## src/rtl/memwin_pkg.sv

```systemverilog
package memwin_pkg;

  localparam int ADDR_W = 16;
  localparam int PAGE_W = 4;

  typedef enum logic [1:0] {
    TGT_NONE   = 2'd0,
    TGT_ROM    = 2'd1,
    TGT_RAM    = 2'd2,
    TGT_PERIPH = 2'd3
  } tgt_e;

  typedef struct packed {
    tgt_e              tgt;
    logic [PAGE_W-1:0] page;
    logic              half;
  } route_t;

endpackage

```

## src/rtl/memwin_mode_reg.sv

```systemverilog
module memwin_mode_reg #(
  parameter int MODE_W = 4
) (
  input  logic              clk,
  input  logic              rst_n,
  input  logic              load,
  input  logic [MODE_W-1:0] din,
  output logic [MODE_W-1:0] mode
);

  always_ff @(posedge clk) begin
    if (!rst_n) begin
      mode <= '0;
    end else if (load) begin
      mode <= din;
    end
  end

endmodule

```

## src/rtl/memwin_window_map.sv

```systemverilog
module memwin_window_map
  import memwin_pkg::*;
#(
  parameter int AW = ADDR_W,
  parameter int PW = PAGE_W
) (
  input  logic [AW-1:0] addr,
  input  logic [PW-1:0] mode,
  output route_t        route
);

  localparam int WIN_HI = AW - 1;
  localparam int SUB_BIT = AW - 3;

  logic [1:0] window;
  logic       sub;
  logic       boot;

  assign window = addr[WIN_HI -: 2];
  assign sub    = addr[SUB_BIT];
  assign boot   = (mode == '0);

  always_comb begin
    route = '{tgt: TGT_NONE, page: '0, half: 1'b0};
    unique case (window)
      2'd0: begin
        if (boot) begin
          route.tgt  = TGT_ROM;
          route.page = PW'(sub);
        end else begin
          route.tgt  = TGT_RAM;
          route.half = 1'b0;
        end
      end
      2'd1: begin
        route.tgt  = TGT_RAM;
        route.half = 1'b1;
      end
      2'd2: begin
        if (boot) begin
          route.tgt  = TGT_RAM;
          route.half = 1'b0;
        end else begin
          route.tgt  = TGT_ROM;
          route.page = PW'(sub);
        end
      end
      default: begin
        if (sub) begin
          route.tgt = TGT_PERIPH;
        end else begin
          route.tgt  = TGT_ROM;
          route.page = mode;
        end
      end
    endcase
  end

endmodule

```

## src/rtl/memwin_select_gen.sv

```systemverilog
module memwin_select_gen
  import memwin_pkg::*;
#(
  parameter int          AW        = ADDR_W,
  parameter int          PW        = PAGE_W,
  parameter logic [15:0] PORT_ADDR = 16'hFF00,
  parameter bit          JUMPER_EN = 1'b1
) (
  input  logic          cyc_valid,
  input  logic [AW-1:0] addr,
  input  route_t        route,
  input  logic [PW-1:0] jumper,
  output logic          rom_cs,
  output logic [PW-1:0] rom_page,
  output logic          ram_cs,
  output logic          ram_half,
  output logic          periph_cs,
  output logic          port_cs
);

  logic          port_hit;
  logic [PW-1:0] page_adj;

  assign port_hit = (addr == AW'(PORT_ADDR));

  generate
    if (JUMPER_EN) begin : g_jump
      assign page_adj = route.page ^ jumper;
    end else begin : g_nojump
      assign page_adj = route.page;
    end
  endgenerate

  always_comb begin
    rom_cs    = 1'b0;
    rom_page  = '0;
    ram_cs    = 1'b0;
    ram_half  = 1'b0;
    periph_cs = 1'b0;
    port_cs   = 1'b0;
    if (cyc_valid) begin
      if (port_hit) begin
        port_cs = 1'b1;
      end else begin
        unique case (route.tgt)
          TGT_ROM: begin
            rom_cs   = 1'b1;
            rom_page = page_adj;
          end
          TGT_RAM: begin
            ram_cs   = 1'b1;
            ram_half = route.half;
          end
          TGT_PERIPH: periph_cs = 1'b1;
          default: ;
        endcase
      end
    end
  end

endmodule

```

## src/rtl/memwin_decoder.sv

```systemverilog
module memwin_decoder
  import memwin_pkg::*;
#(
  parameter logic [15:0] PORT_ADDR = 16'hFF00
) (
  input  logic              clk,
  input  logic              rst_n,
  input  logic              mode_load,
  input  logic [PAGE_W-1:0] mode_din,
  input  logic [PAGE_W-1:0] jumper,
  input  logic              cyc_valid,
  input  logic [ADDR_W-1:0] addr,
  output logic              rom_cs,
  output logic [PAGE_W-1:0] rom_page,
  output logic              ram_cs,
  output logic              ram_half,
  output logic              periph_cs,
  output logic              port_cs
);

  logic [PAGE_W-1:0] mode_q;
  route_t            route;

  memwin_mode_reg #(.MODE_W(PAGE_W)) mode_i (
    .clk  (clk),
    .rst_n(rst_n),
    .load (mode_load),
    .din  (mode_din),
    .mode (mode_q)
  );

  memwin_window_map #(.AW(ADDR_W), .PW(PAGE_W)) map_i (
    .addr (addr),
    .mode (mode_q),
    .route(route)
  );

  memwin_select_gen #(
    .AW(ADDR_W), .PW(PAGE_W), .PORT_ADDR(PORT_ADDR), .JUMPER_EN(1'b1)
  ) sel_i (
    .cyc_valid(cyc_valid),
    .addr     (addr),
    .route    (route),
    .jumper   (jumper),
    .rom_cs   (rom_cs),
    .rom_page (rom_page),
    .ram_cs   (ram_cs),
    .ram_half (ram_half),
    .periph_cs(periph_cs),
    .port_cs  (port_cs)
  );

endmodule

```

## config.mk

```make
export PLATFORM = sky130hd
export DESIGN_NAME = memwin_decoder
export DESIGN_NICKNAME = d
export VERILOG_FILES = /design/src/rtl/memwin_pkg.sv /design/src/rtl/memwin_mode_reg.sv /design/src/rtl/memwin_window_map.sv /design/src/rtl/memwin_select_gen.sv /design/src/rtl/memwin_decoder.sv
export SDC_FILE = /design/constraint.sdc
export NUM_CORES = 1
export LEC_CHECK = 0
export BUFFER_PORTS_ARGS = -buffer_cell sky130_fd_sc_hd__buf_2
export CAP_MARGIN = 5
export CORE_AREA = 8 8 45 47
export DETAILED_ROUTE_END_ITERATION = 16
export DIE_AREA = 0 0 53 55
export PLACE_DENSITY = 0.7
export REMOVE_ABC_BUFFERS = 1
export SYNTH_ARGS = -nofsm -noshare
export SYNTH_HDL_FRONTEND = slang
export SYNTH_SLANG_ARGS = --single-unit
```

## constraint.sdc

```tcl
create_clock -name clk -period 2.2 [get_ports clk]
set_input_delay 0.11 -clock clk [delete_from_list [all_inputs] [get_ports clk]]
set_output_delay 0.11 -clock clk [all_outputs]
set_load 0.005 [all_outputs]
```

==> reports/results.tsv <==
stage	metric	value	unit
layout	fin_nets	125	
layout	largest-register	mode_i.mode	
layout	reg_top3	mode_i.mode: 4 flops	
logic_synthesis	synthXorXnorAreaFrac	0.04082	
clocking	cts_tree	yes	
worst_hold_path	hp-class	input port to register	
layout	final.fill_count	146	
placed_design	post-place-cells	108	
placed_design	pre_cts_ws	345.8	ps
pwr	powerDensity	406.3	nW/um2
logic_synthesis	synth_compound_area_frac	0.1603	
logic_synthesis	yosysWarnings	0	
clocking	path_clk_slew	30	ps
run	max_cap_viol_count	0	
sta	grt_setup_unrepaired	no	
sta	max_slew.worst_pin.slew	551.2	ps
pwr	p_total	262.3	uW
status	status	finished, final reports clean	
die	dieWidth	53	um
sta	worst_slack	251.0	ps
layout	layout.cells.most_common_list	buf_2 (36), nor2_1 (9), a21oi_1 (6)	
logic_synthesis	ys_types	24	
global_routing	grt-ovfl-total	0	
sta	slew_violations	0	
sta	tns	0	ps
sta	max_clock_freq	513.1	MHz
sta	finalSetupViolCount	0	
setup_path	critPathKind	register to primary output	
logic_synthesis	synth-simple-area-share	0.4577	
die	start_util	0.3101	
global_routing	grt_max_degree	12	
global_routing	grt_usage	0.09011	
sta	slew_headroom	0.6303	
route	ant_nets	0	
logic_synthesis	synthMuxAreaShare	0.1166	
clocking	numCtsBuffers	3	
layout	layout_commonest_cell	buf_2	
setup_path	startpoint_type	register	
route	vias	538	
logic_synthesis	syn_inst	59	
pwr	p_leak	0.0003126	uW
clocking	clockRootBuffer	clkbuf_4	
sta	period_needed	1949	ps
clocking	cts_max_level	1	
layout	drive_gt1_frac	0.4737	
layout	fin_util	0.4665	
setup_path	worstPathRequired	2090	ps
die	ios	37	
layout	syn_to_final_growth	50.44	%
clocking	clk_latency	230	ps
placed_design	gp_congestion	0.7720	
logic_synthesis	ys_ff_latch	4	
die	fp-row-count	14	
route	drc	0	
logic_synthesis	ys_seq_area_frac	0.1866	
global_routing	antenna_found_initial	0	
route	wl	1.331	mm
route	detail_route.wl_per_cell	11.99	um
setup_path	worstPathMaxFanout	5	
logic_synthesis	synthAdderAreaFrac	0	
logic_synthesis	syn_area	429.2	um2
sta	final_hold_viol_count	0	
global_routing	grt_pass1_wl	2.049	mm
pwr	max-vdd-ir-drop	0.2425	mV
die	coreArea	1384	um2
logic_synthesis	synth_top_family_by_area	simple AND/OR/NAND/NOR gates	
setup_path	arrival	1840	ps
global_routing	grt_pass1_vias	509	
clocking	clk_path_buf_depth	2	
clocking	cts.sinks	4	
die	die_y	55	um
placed_design	post-dp-hpwl	1.131	mm
sta	finClkSkew	0	ps
placed_design	port_buffers	36	
sta	timing.final.crit_share	0.8859	
setup_path	setup.worst_path.end_class	primary output	
route	drtPass1Iterations	4	
die	dieArea	2915	um2
logic_synthesis	syn-mean-instance-area	7.274	um2
route	vias_per_cell	4.847	
layout	fin_cells	111	
route	drt_iter0_markers	9	
layout	largest_register_ffs	4	
layout	diodes	0	
## cells by family (layout without fill, tap and decap cells)
logic type,after synthesis,in the layout
compound gates,11,11
xor+xnor,2,2
buf+inv,4,40
flops,4,4
mux,5,5
simple gates,33,33
## metal layers
layer  wire length [um]  GRT usage  vias to the layer above
met5                  0          0                        -
met4                  0    0.05172                        0
met3                237    0.04278                        0
met2                525     0.1348                       30
met1                568     0.1032                      219
li1                   -          -                      289
## power by group
| group | total [uW] | switching (uW) | internal, uW | leakage (uW) |
|---|---|---|---|---|
| clock | 86.6 | 25.9 | 60.7 | 0.0000138 |
| sequential | 83.5 | 6.11 | 77.4 | 0.0000330 |
| combinational | 92.2 | 42.2 | 50.0 | 0.000266 |
## cell type report
cell class              count  area [um2]  share of cell area
flip-flops and latches      4       80.08              0.1240
multi-input cells          51       339.1              0.5252
inverters                   1       3.754            0.005814
well taps                  16       20.02             0.03101
repair buffers             36       180.2              0.2791
clock buffers               3       22.52             0.03488
## what timing repair did
action | 4_1_cts | 5_1_grt
hold buffers | 0 | 0
buffers inserted | 0 | 0
resized for setup | 0 | 1
setup endpoints to repair | 0 | 3
## synth_stat cells, drive strengths merged
| cell | number | area share |
|---|---|---|
| nor2 | 9 | 0.079 |
| a21oi | 7 | 0.090 |
| mux2i | 5 | 0.12 |
| dfxtp | 4 | 0.19 |
| nor2b | 4 | 0.058 |
| nand3 | 3 | 0.035 |
| nor3 | 3 | 0.035 |
| nor4 | 3 | 0.044 |
| clkbuf | 2 | 0.017 |
| nor3b | 2 | 0.035 |
| nor4b | 2 | 0.041 |
| o21ai | 2 | 0.023 |
| o31ai | 2 | 0.047 |
| or4 | 2 | 0.052 |
| xnor2 | 2 | 0.041 |
| buf | 1 | 0.012 |
| inv | 1 | 0.0087 |
| nand2 | 1 | 0.0087 |
| nand2b | 1 | 0.015 |
| nand3b | 1 | 0.017 |
| nor4bb | 1 | 0.023 |
| or2 | 1 | 0.015 |
## stage by stage
stage | hold slack [ps] | cell area [um2]
floorplan | 238.2 | 416.7
global placement | 357.7 | 616.8
detailed placement | 375.6 | 616.8
CTS | 129.4 | 639.4
global route | 146.5 | 645.6
finish | 133.7 | 645.6
## final timing paths
check / from / endpoint / slack, ps / depth (start not counted)
setup / recovery: mode_i.mode[1]$_SDFFE_PN0P_ / rom_page[0] / 250 / 4
setup reg to reg: mode_i.mode[3]$_SDFFE_PN0P_ / mode_i.mode[3]$_SDFFE_PN0P_ / 1520 / 2
hold reg to reg: mode_i.mode[0]$_SDFFE_PN0P_ / mode_i.mode[0]$_SDFFE_PN0P_ / 580 / 2
hold / removal: rst_n / mode_i.mode[1]$_SDFFE_PN0P_ / 130 / 2
## critical path: stages, from the launching register on
cell,delay (ps)
dfxtp_1,340
or4_4,550
or4_4,490
a21oi_2,110
buf_2,120
Note: power is estimated with default switching activity, not from simulation.
